==> src/rtl/tscan_pkg.sv <==
package tscan_pkg;

    typedef enum logic [1:0] {
        ST_IDLE = 2'd0,
        ST_OPND = 2'd1,
        ST_TBL  = 2'd2,
        ST_CHK  = 2'd3
    } scan_state_e;

    typedef struct packed {
        logic hit;
        logic last;
    } verdict_t;

    localparam logic [1:0] CC_NONE  = 2'd0;
    localparam logic [1:0] CC_EARLY = 2'd1;
    localparam logic [1:0] CC_LAST  = 2'd2;

    function automatic logic [1:0] cc_of(verdict_t v);
        if (!v.hit)
            return CC_NONE;
        return v.last ? CC_LAST : CC_EARLY;
    endfunction

endpackage

==> src/rtl/tscan_ctrl.sv <==
module tscan_ctrl
    import tscan_pkg::*;
(
    input  logic        clk,
    input  logic        rst,
    input  logic        start_i,
    input  logic        is_last_i,
    input  logic        fn_nz_i,
    output scan_state_e st_o,
    output logic        accept_o,
    output logic        step_o,
    output logic        finish_o,
    output verdict_t    verdict_o
);

    scan_state_e st_q, st_d;

    always_comb begin
        accept_o       = (st_q == ST_IDLE) && start_i;
        finish_o       = (st_q == ST_CHK) && (fn_nz_i || is_last_i);
        step_o         = (st_q == ST_CHK) && !fn_nz_i && !is_last_i;
        verdict_o.hit  = fn_nz_i;
        verdict_o.last = is_last_i;
    end

    always_comb begin
        st_d = st_q;
        unique case (st_q)
            ST_IDLE: if (start_i) st_d = ST_OPND;
            ST_OPND: st_d = ST_TBL;
            ST_TBL:  st_d = ST_CHK;
            ST_CHK:  st_d = finish_o ? ST_IDLE : ST_OPND;
            default: st_d = ST_IDLE;
        endcase
    end

    always_ff @(posedge clk) begin
        if (rst) st_q <= ST_IDLE;
        else     st_q <= st_d;
    end

    assign st_o = st_q;

    // the table read always follows an operand read
    assert_table_after_operand_R6: assert property (@(posedge clk) disable iff (rst)
        (st_q == ST_OPND) |=> (st_q == ST_TBL));

    // a running scan cannot be restarted before its check cycle
    assert_no_restart_R2: assert property (@(posedge clk) disable iff (rst)
        (st_q == ST_TBL) |=> (st_q == ST_CHK));

endmodule

==> src/rtl/tscan_walker.sv <==
module tscan_walker #(
    parameter int AW = 16,
    parameter int LW = 8
) (
    input  logic          clk,
    input  logic          rst,
    input  logic          accept_i,
    input  logic          step_i,
    input  logic [AW-1:0] start_addr_i,
    input  logic [LW-1:0] len_m1_i,
    input  logic          rev_i,
    output logic [AW-1:0] cur_addr_o,
    output logic          is_last_o,
    output logic          rev_o
);

    logic [AW-1:0] cur_q;
    logic [LW-1:0] rem_q;
    logic          rev_q;
    logic [AW-1:0] end_addr;

    assign end_addr = start_addr_i + AW'(len_m1_i);

    always_ff @(posedge clk) begin
        if (rst) begin
            cur_q <= '0;
            rem_q <= '0;
            rev_q <= 1'b0;
        end else if (accept_i) begin
            cur_q <= rev_i ? end_addr : start_addr_i;
            rem_q <= len_m1_i;
            rev_q <= rev_i;
        end else if (step_i) begin
            cur_q <= rev_q ? cur_q - AW'(1) : cur_q + AW'(1);
            rem_q <= rem_q - LW'(1);
        end
    end

    assign cur_addr_o = cur_q;
    assign is_last_o  = (rem_q == '0);
    assign rev_o      = rev_q;

endmodule

==> src/rtl/tscan_result.sv <==
module tscan_result
    import tscan_pkg::*;
#(
    parameter int AW = 16,
    parameter int RW = 32
) (
    input  logic          clk,
    input  logic          rst,
    input  logic          accept_i,
    input  logic          finish_i,
    input  verdict_t      verdict_i,
    input  logic [AW-1:0] addr_i,
    input  logic [7:0]    fn_i,
    input  logic [RW-1:0] gr1_i,
    input  logic [RW-1:0] gr2_i,
    output logic [RW-1:0] gr1_o,
    output logic [RW-1:0] gr2_o,
    output logic [1:0]    cc_o,
    output logic          done_o
);

    logic [RW-1:0] gr1_q, gr2_q;
    logic [1:0]    cc_q;
    logic          done_q;

    always_ff @(posedge clk) begin
        if (rst) begin
            gr1_q  <= '0;
            gr2_q  <= '0;
            cc_q   <= CC_NONE;
            done_q <= 1'b0;
        end else begin
            done_q <= finish_i;
            if (accept_i) begin
                gr1_q <= gr1_i;
                gr2_q <= gr2_i;
            end else if (finish_i) begin
                cc_q <= cc_of(verdict_i);
                if (verdict_i.hit) begin
                    gr1_q      <= RW'(addr_i);
                    gr2_q[7:0] <= fn_i;
                end
            end
        end
    end

    assign gr1_o  = gr1_q;
    assign gr2_o  = gr2_q;
    assign cc_o   = cc_q;
    assign done_o = done_q;

    // completion is a single-cycle pulse
    assert_done_single_R9: assert property (@(posedge clk) disable iff (rst)
        done_q |=> !done_q);

    // code 3 is never reported
    assert_cc_legal_R8: assert property (@(posedge clk) disable iff (rst)
        done_q |-> (cc_q != 2'd3));

endmodule

==> src/rtl/tscan_engine.sv <==
module tscan_engine
    import tscan_pkg::*;
#(
    parameter int AW = 16,
    parameter int LW = 8,
    parameter int RW = 32
) (
    input  logic          clk,
    input  logic          rst,
    input  logic          start_i,
    input  logic [AW-1:0] start_addr_i,
    input  logic [LW-1:0] len_m1_i,
    input  logic          rev_i,
    input  logic [RW-1:0] gr1_i,
    input  logic [RW-1:0] gr2_i,
    output logic          opnd_re_o,
    output logic [AW-1:0] opnd_addr_o,
    input  logic [7:0]    opnd_data_i,
    output logic          tbl_re_o,
    output logic [7:0]    tbl_addr_o,
    input  logic [7:0]    tbl_data_i,
    output logic          busy_o,
    output logic          done_o,
    output logic [1:0]    cc_o,
    output logic [RW-1:0] gr1_o,
    output logic [RW-1:0] gr2_o
);

    scan_state_e   st;
    logic          accept, step, finish, is_last, rev_q, fn_nz;
    verdict_t      verdict;
    logic [AW-1:0] cur_addr;

    assign fn_nz = (tbl_data_i != 8'h00);

    tscan_ctrl u_ctrl (
        .clk       (clk),
        .rst       (rst),
        .start_i   (start_i),
        .is_last_i (is_last),
        .fn_nz_i   (fn_nz),
        .st_o      (st),
        .accept_o  (accept),
        .step_o    (step),
        .finish_o  (finish),
        .verdict_o (verdict)
    );

    tscan_walker #(.AW(AW), .LW(LW)) u_walker (
        .clk          (clk),
        .rst          (rst),
        .accept_i     (accept),
        .step_i       (step),
        .start_addr_i (start_addr_i),
        .len_m1_i     (len_m1_i),
        .rev_i        (rev_i),
        .cur_addr_o   (cur_addr),
        .is_last_o    (is_last),
        .rev_o        (rev_q)
    );

    tscan_result #(.AW(AW), .RW(RW)) u_result (
        .clk       (clk),
        .rst       (rst),
        .accept_i  (accept),
        .finish_i  (finish),
        .verdict_i (verdict),
        .addr_i    (cur_addr),
        .fn_i      (tbl_data_i),
        .gr1_i     (gr1_i),
        .gr2_i     (gr2_i),
        .gr1_o     (gr1_o),
        .gr2_o     (gr2_o),
        .cc_o      (cc_o),
        .done_o    (done_o)
    );

    assign opnd_re_o   = (st == ST_OPND);
    assign opnd_addr_o = cur_addr;
    assign tbl_re_o    = (st == ST_TBL);
    assign tbl_addr_o  = opnd_data_i;
    assign busy_o      = (st != ST_IDLE);

    // ascending scans read consecutive increasing addresses
    assert_ascend_step_R3: assert property (@(posedge clk) disable iff (rst)
        (opnd_re_o && $past(st) == ST_CHK && !rev_q)
            |-> (opnd_addr_o == $past(opnd_addr_o, 3) + AW'(1)));

    // descending scans read consecutive decreasing addresses
    assert_descend_step_R4: assert property (@(posedge clk) disable iff (rst)
        (opnd_re_o && $past(st) == ST_CHK && rev_q)
            |-> (opnd_addr_o == $past(opnd_addr_o, 3) - AW'(1)));

    // a nonzero entry ends the scan and lands in the result registers
    assert_stop_on_hit_R7: assert property (@(posedge clk) disable iff (rst)
        (st == ST_CHK && tbl_data_i != 8'h00)
            |=> (done_o && gr2_o[7:0] == $past(tbl_data_i)
                 && gr1_o == RW'($past(opnd_addr_o))));

endmodule

==> config.mk <==
export PLATFORM = sky130hd
export DESIGN_NAME = tscan_engine
export DESIGN_NICKNAME = d
export VERILOG_FILES = /design/src/rtl/tscan_pkg.sv /design/src/rtl/tscan_ctrl.sv /design/src/rtl/tscan_walker.sv /design/src/rtl/tscan_result.sv /design/src/rtl/tscan_engine.sv
export SDC_FILE = /design/constraint.sdc
export NUM_CORES = 1
export LEC_CHECK = 0
export BUFFER_PORTS_ARGS = -buffer_cell sky130_fd_sc_hd__buf_2
export CORE_ASPECT_RATIO = 0.6
export CORE_MARGIN = 2
export CORE_UTILIZATION = 51
export CTS_BUF_LIST = sky130_fd_sc_hd__clkbuf_8
export DETAILED_ROUTE_END_ITERATION = 16
export HOLD_SLACK_MARGIN = 0.15
export PLACE_DENSITY = 0.91
export SLEW_MARGIN = 20
export SYNTH_ARGS = -nofsm -noshare
export SYNTH_HDL_FRONTEND = slang
export SYNTH_SLANG_ARGS = --single-unit
==> constraint.sdc <==
create_clock -name clk -period 3.6 [get_ports clk]
set_clock_uncertainty 0.15 [all_clocks]
set_input_delay 0.36 -clock clk [delete_from_list [all_inputs] [get_ports clk]]
set_output_delay 0.36 -clock clk [all_outputs]
set_load 0.01 [all_outputs]
Word level (Yosys, flattened, before mapping)

Index checks and enable logic that the tools add are counted.

Logic and storage cells: 56
Output and inout bits: 94
Register bits: 94
Input port bits: 108

Eq/ne operators: 4
Bitwise operators: 1
Reductions and logical operators: 16
$add $sub $neg: 4
Muxes and demuxes: 22

Operators by type and width:

| operator              | count |
|---|---|
| $mux 32               | 3 |
| $mux 16               | 4 |
| $mux 8                | 5 |
| $add 16x1->16 const B | 1 |
| $add 16x8->16         | 1 |
| $sub 16x1->16 const B | 1 |
| $logic_not 8->1       | 1 |
| $mux 2                | 4 |
| $pmux 2 s4            | 1 |
| $reduce_bool 2->1     | 4 |
| $reduce_bool 8->1     | 1 |
| $sub 8x1->8 const B   | 1 |
| $mux 1                | 5 |
| $eq 2x2->1 const B    | 2 |
| $logic_and 1x1->1     | 4 |
| $reduce_and 2->1      | 2 |
| $eq 2x1->1 const B    | 1 |
| $logic_not 1->1       | 2 |
| $logic_not 2->1       | 1 |
| $ne 2x2->1 const B    | 1 |
| $logic_or 1x1->1      | 1 |
| $not 1->1             | 1 |

Longest topological paths before layout

Depth after elaboration: 7
Mapped depth: 10
Depth with buffers taken out: 8

Modules after synthesis

From an unflattened synthesis, not the netlist that was laid out.

Cells, all modules: 599
Area, all modules: 5584.1 µm²

Modules (own cells, without submodules):

| module       | sequential area each (µm²) | times used | area each (µm²) | cells an instance |
|---|---|---|---|---|
| tscan_result | 1341.3                     | 1          | 2845.2          | 263 |
| tscan_walker | 500.5                      | 1          | 2464.9          | 304 |
| tscan_ctrl   | 40.0                       | 1          | 178.9           | 18 |
| tscan_engine | 0.0                        | 1          | 95.1            | 14 |

Worst setup path before layout

OpenSTA, ideal clock, no wires.

Kind: flip-flop to flip-flop
From: reg u_walker.rev_q (netlist: u_walker.rev_o)
To: reg u_walker.cur_q[10] (netlist: u_walker.cur_addr_o[10])
Path slack: 0.926 ns
Period minus slack after synthesis: 2.674 ns
Arrival: 2.387 ns
Setup time: 0.137 ns
Path buffers: 0
Data required time: 3.313 ns
Cell stages (with the launch flop): 8
Path through: dfxtp_1 > ha_1 > a21o_1 > a221oi_2 > o21ai_1 > a311o_1 > a311oi_1 > a211oi_1

Longest elaborated chain between the ends: 3

Ends and longest elaborated chain:

| element                  | RTL line           | text |
|---|---|---|
| start: declaration       | tscan_walker.sv:19 | `logic rev_q;` |
| start signal: assignment | tscan_walker.sv:32 | `rev_q <= rev_i;` |
| $mux 16                  | tscan_walker.sv:34 | `cur_q <= rev_q ? cur_q - AW'(1) : cur_q + AW'(1);` |
| $mux 16                  | tscan_walker.sv:33 | `end else if (step_i) begin` |
| $mux 16                  | tscan_walker.sv:29 | `end else if (accept_i) begin` |
| end signal: assignment   | tscan_walker.sv:30 | `cur_q <= rev_i ? end_addr : start_addr_i;` |
| end signal: assignment   | tscan_walker.sv:34 |  |
| end: declaration         | tscan_walker.sv:17 | `logic [AW-1:0] cur_q;` |

No other way between the ends. The select of a mux whose other input is x is not followed.
A chain may end at the register's enable or synchronous reset.

Worst setup path in the final report

From: in len_m1_i[1]
To: reg u_walker.cur_q[10] (netlist: u_walker.cur_addr_o[10])

Longest elaborated chain between the ends: 3

Ends and longest elaborated chain:

| element            | RTL line           | text |
|---|---|---|
| start: declaration | tscan_engine.sv:12 | `input logic [LW-1:0] len_m1_i,` |
| $add 16x8->16      | tscan_walker.sv:22 | `assign end_addr = start_addr_i + AW'(len_m1_i);` |
| $mux 16            | tscan_walker.sv:30 |  |
| $mux 16            | tscan_walker.sv:29 |  |

No other way between the ends.

==> results.tsv <==
stage	metric	value	unit
power	Int Power	2.35	mW
placement	DP Worst Slack	742	ps
clock_tree	Clk Latency, worst-skew pair	370	ps
clock_tree	Post-CTS Resized	0	
global_routing	global-route usage over all layers	30.4	%
synth	unique cell type count in the Yosys netlist	63	
route	First-pass DRT Iterations	5	
hold_path	hold_sp	start_addr_i[15]	
floorplan	row count	28	
timing	headroom to the max-slew limit	49.8	%
timing	f_max	350	MHz
final_layout	ANT cells	0	
timing	final setup vio count	0	
power	clock power share	19.9	%
clock_tree	CTS Hold Bufs	71	
power	Logic pwr share	43.4	%
route	routed wire length	17.1	mm
global_routing	met2 Track Usage GR	51.1	%
power	switching pwr	1.59	mW
route	DRC viols	0	
setup_path	Setup crit end kind	register	
route	Avg WL per Cell	17.2	microns
setup_path	crit path DAT	2990	ps
clock_tree	CTS tree	done	
power	maximum VDD drop	467	uV
placement	routability cong.	0.963	
floorplan	I/O pins	202	
power	PwrDens	561	nW/um^2
placement	port bufs	185	
clock_tree	clk slew on worst S/H paths	90	ps
global_routing	met3 usage	8.58	%
clock_tree	TritonCTS buffer count	9	
floorplan	Die Span Y	81.7	microns
timing	Setup WS post-layout	740	ps
global_routing	first-pass GRT wire length	26.3	mm
route	number of DRC markers in iteration 0	468	
route	Vias	5734	
clock_tree	H-tree levels	3	
setup_path	reg2reg path depth	7	
hold_path	hold path endpoint	u_walker.cur_addr_o[15]	
hold_path	Hold Path Depth	3	
run_status	outcome	completed	
route	number of vias per cell	5.75	
clock_tree	CTS Root Cell	clkbuf_8	
final_layout	fillers	750	
setup_path	CP startpoint kind	input port	
power	Lkg Pwr	3.23	nW
final_layout	commonest non-fill, non-tap cell in the layout	buf_2	
synth	YS warnings	0	
power	Pwr Total	3.94	mW
timing	fin crit share	79.4	%
floorplan	die area	10900	sq um
synth	number of synthesized register bits	94	
floorplan	Starting Density	52.3	%
final_layout	fin nets	995	
setup_path	Worst R2R Start	u_ctrl.st_o[0]	
final_layout	commonest cells after routing, fill and taps aside	buf_2, nor2_1, dfxtp_1, nand2_1, dlygate4sd3_1	
global_routing	pin count of the biggest net entering global routing	52	
final_layout	Layout area overhead	37.0	%
setup_path	WS Path Type	input port to register	
synth	synthesized instance count	625	
clock_tree	clock sink count	94	
global_routing	vias in the first global route	5370	
route	Routed Antenna Nets	0	
timing	RSZ-0062 raised after global routing	no	
global_routing	total gr overflow	0	
synth	Mapped Nets	763	
final_layout	share of layout cells above drive strength 1	26.7	%
global_routing	GR peak layer	met2	
timing	Slew Viols, Final	0	
setup_path	reg2reg setup slack	770	ps
synth	Mapped Area	5130	sq um
global_routing	initial antenna violation count	0	
timing	measured slew at the worst slew-check pin	752	ps
floorplan	core area	9810	sq um
timing	Fin. Hold Viols	0	
final_layout	Util after Layout	71.6	%
job	total of max-cap violations	0	
setup_path	Reg-to-Reg End	u_result.gr2_o[0]	
global_routing	M1 GR Usage	38.7	%
placement	DP HPWL	10.8	mm
power	switching portion of total power	40.4	%
setup_path	maximum fanout along the worst path	6	
timing	worst hold slack	182	ps
synth	register area share after synthesis	36.7	%
clock_tree	post-CTS setup buffers	0	
synth	commonest register cell after synthesis	dfxtp_1	
synth	Avg Inst Size Synth	8.21	sq um
timing	total negative slack	0	ps
timing	minimum clock period	2860	ps
setup_path	Worst EP required	3730	ps
synth	ys async rst share	0	%
clock_tree	Clock Path Buffers	2	
hold_path	worst min-delay path class	input port to register	
synth	EDFF count, synth	0	
floorplan	Die W	133	microns
power	Flop pwr share	36.8	%
## kinds of logic after synthesis
family	share of synthesized area [%]
AND/OR/NAND/NOR	24.4
multiplexers	1.76
flip-flops	36.7
buffers and inverters	4.78
AO/OA/AOI/OAI	21.2
adder cells (fa/ha/maj)	7.61
XOR/XNOR	3.59
## area by class of cell
class | count | area, sq um | area share (%)
Clock buffer | 9 | 124 | 1.76
Clock inverter | 7 | 96.3 | 1.37
Inverter | 6 | 22.5 | 0.321
Multi-Input combinational cell | 479 | 3010 | 42.8
Sequential cell | 94 | 1880 | 26.8
Tap cell | 135 | 169 | 2.40
Timing Repair Buffer | 267 | 1720 | 24.5
## through the flow
step | area, sq um | cells
2_1_floorplan | 5130 | 625
3_3_place_gp | 6090 | 910
3_5_place_dp | 6090 | 910
4_1_cts | 7030 | 997
5_1_grt | 7030 | 997
6_report | 7030 | 997
## power groups by stage
stage | registers [mW] | logic [mW] | clock network [mW]
global route | 1.47 | 1.87 | 0.837
floorplan | 1.53 | 0.947 | 0
finish | 1.45 | 1.71 | 0.782
global placement | 1.45 | 1.52 | 0
CTS | 1.43 | 1.64 | 0.797
detailed placement | 1.45 | 1.55 | 0
## worst max path at each step
stage / cells past startpoint / start / endpoint / slack (ps)
3_3_place_gp: 9 / start_addr_i[0] / u_walker.cur_addr_o[10] / 830
5_1_grt: 7 / u_ctrl.st_o[0] / u_result.gr2_o[0] / 550
3_5_place_dp: 9 / start_addr_i[0] / u_walker.cur_addr_o[10] / 740
2_1_floorplan: 7 / u_walker.rev_o / u_walker.cur_addr_o[10] / 930
6_report: 9 / len_m1_i[1] / u_walker.cur_addr_o[10] / 740
4_1_cts: 9 / len_m1_i[1] / u_walker.cur_addr_o[10] / 790
## sequential cells by signal, indices dropped and copies added, names as in the netlist
register and cells:
u_result.done_o 1, u_result.gr1_o 32, u_result.gr2_o 32, u_walker.cur_addr_o 16, u_walker.rem_q 8, u_walker.rev_o 1, u_result.cc_o 2, u_ctrl.st_o 2
## Yosys cell counts, types with 4 or more instances
library cell / n / share of area, %
a211oi_1: 14 / 2.0
a21o_1: 8 / 1.2
a21oi_1: 52 / 5.1
a222oi_1: 8 / 1.6
a22oi_1: 16 / 2.3
a311oi_1: 6 / 1.0
and2_1: 4 / 0.49
and3_1: 7 / 0.85
buf_1: 5 / 0.37
buf_4: 9 / 1.3
clkbuf_1: 29 / 2.1
dfxtp_1: 94 / 37
ha_1: 28 / 6.8
inv_1: 6 / 0.44
mux2i_1: 9 / 1.8
nand2_1: 82 / 6.0
nand3_1: 12 / 1.2
nor2_1: 96 / 7.0
nor3_1: 7 / 0.68
nor3b_1: 4 / 0.59
nor4_1: 21 / 2.6
o211ai_1: 6 / 0.88
o21ai_0: 8 / 0.78
o21ai_1: 6 / 0.59
or3_1: 5 / 0.61
or4_1: 4 / 0.59
xnor2_1: 15 / 2.6
xor2_1: 6 / 1.0
## routing by layer
metal,vias to the layer above,share of wire [%]
li1,2715,-
met2,318,45
met1,2662,44
met5,-,0
met3,39,9.3
met4,0,1.6
## worst max-delay path, cell delays in order
cell,delay (ps)
dlygate4sd3_1,530
buf_2,150
fa_1,430
a21o_1,200
and4_1,210
nor3_1,550
nor4b_1,150
xnor2_1,160
a211oi_1,250
Power figures use the tool's default switching activity.
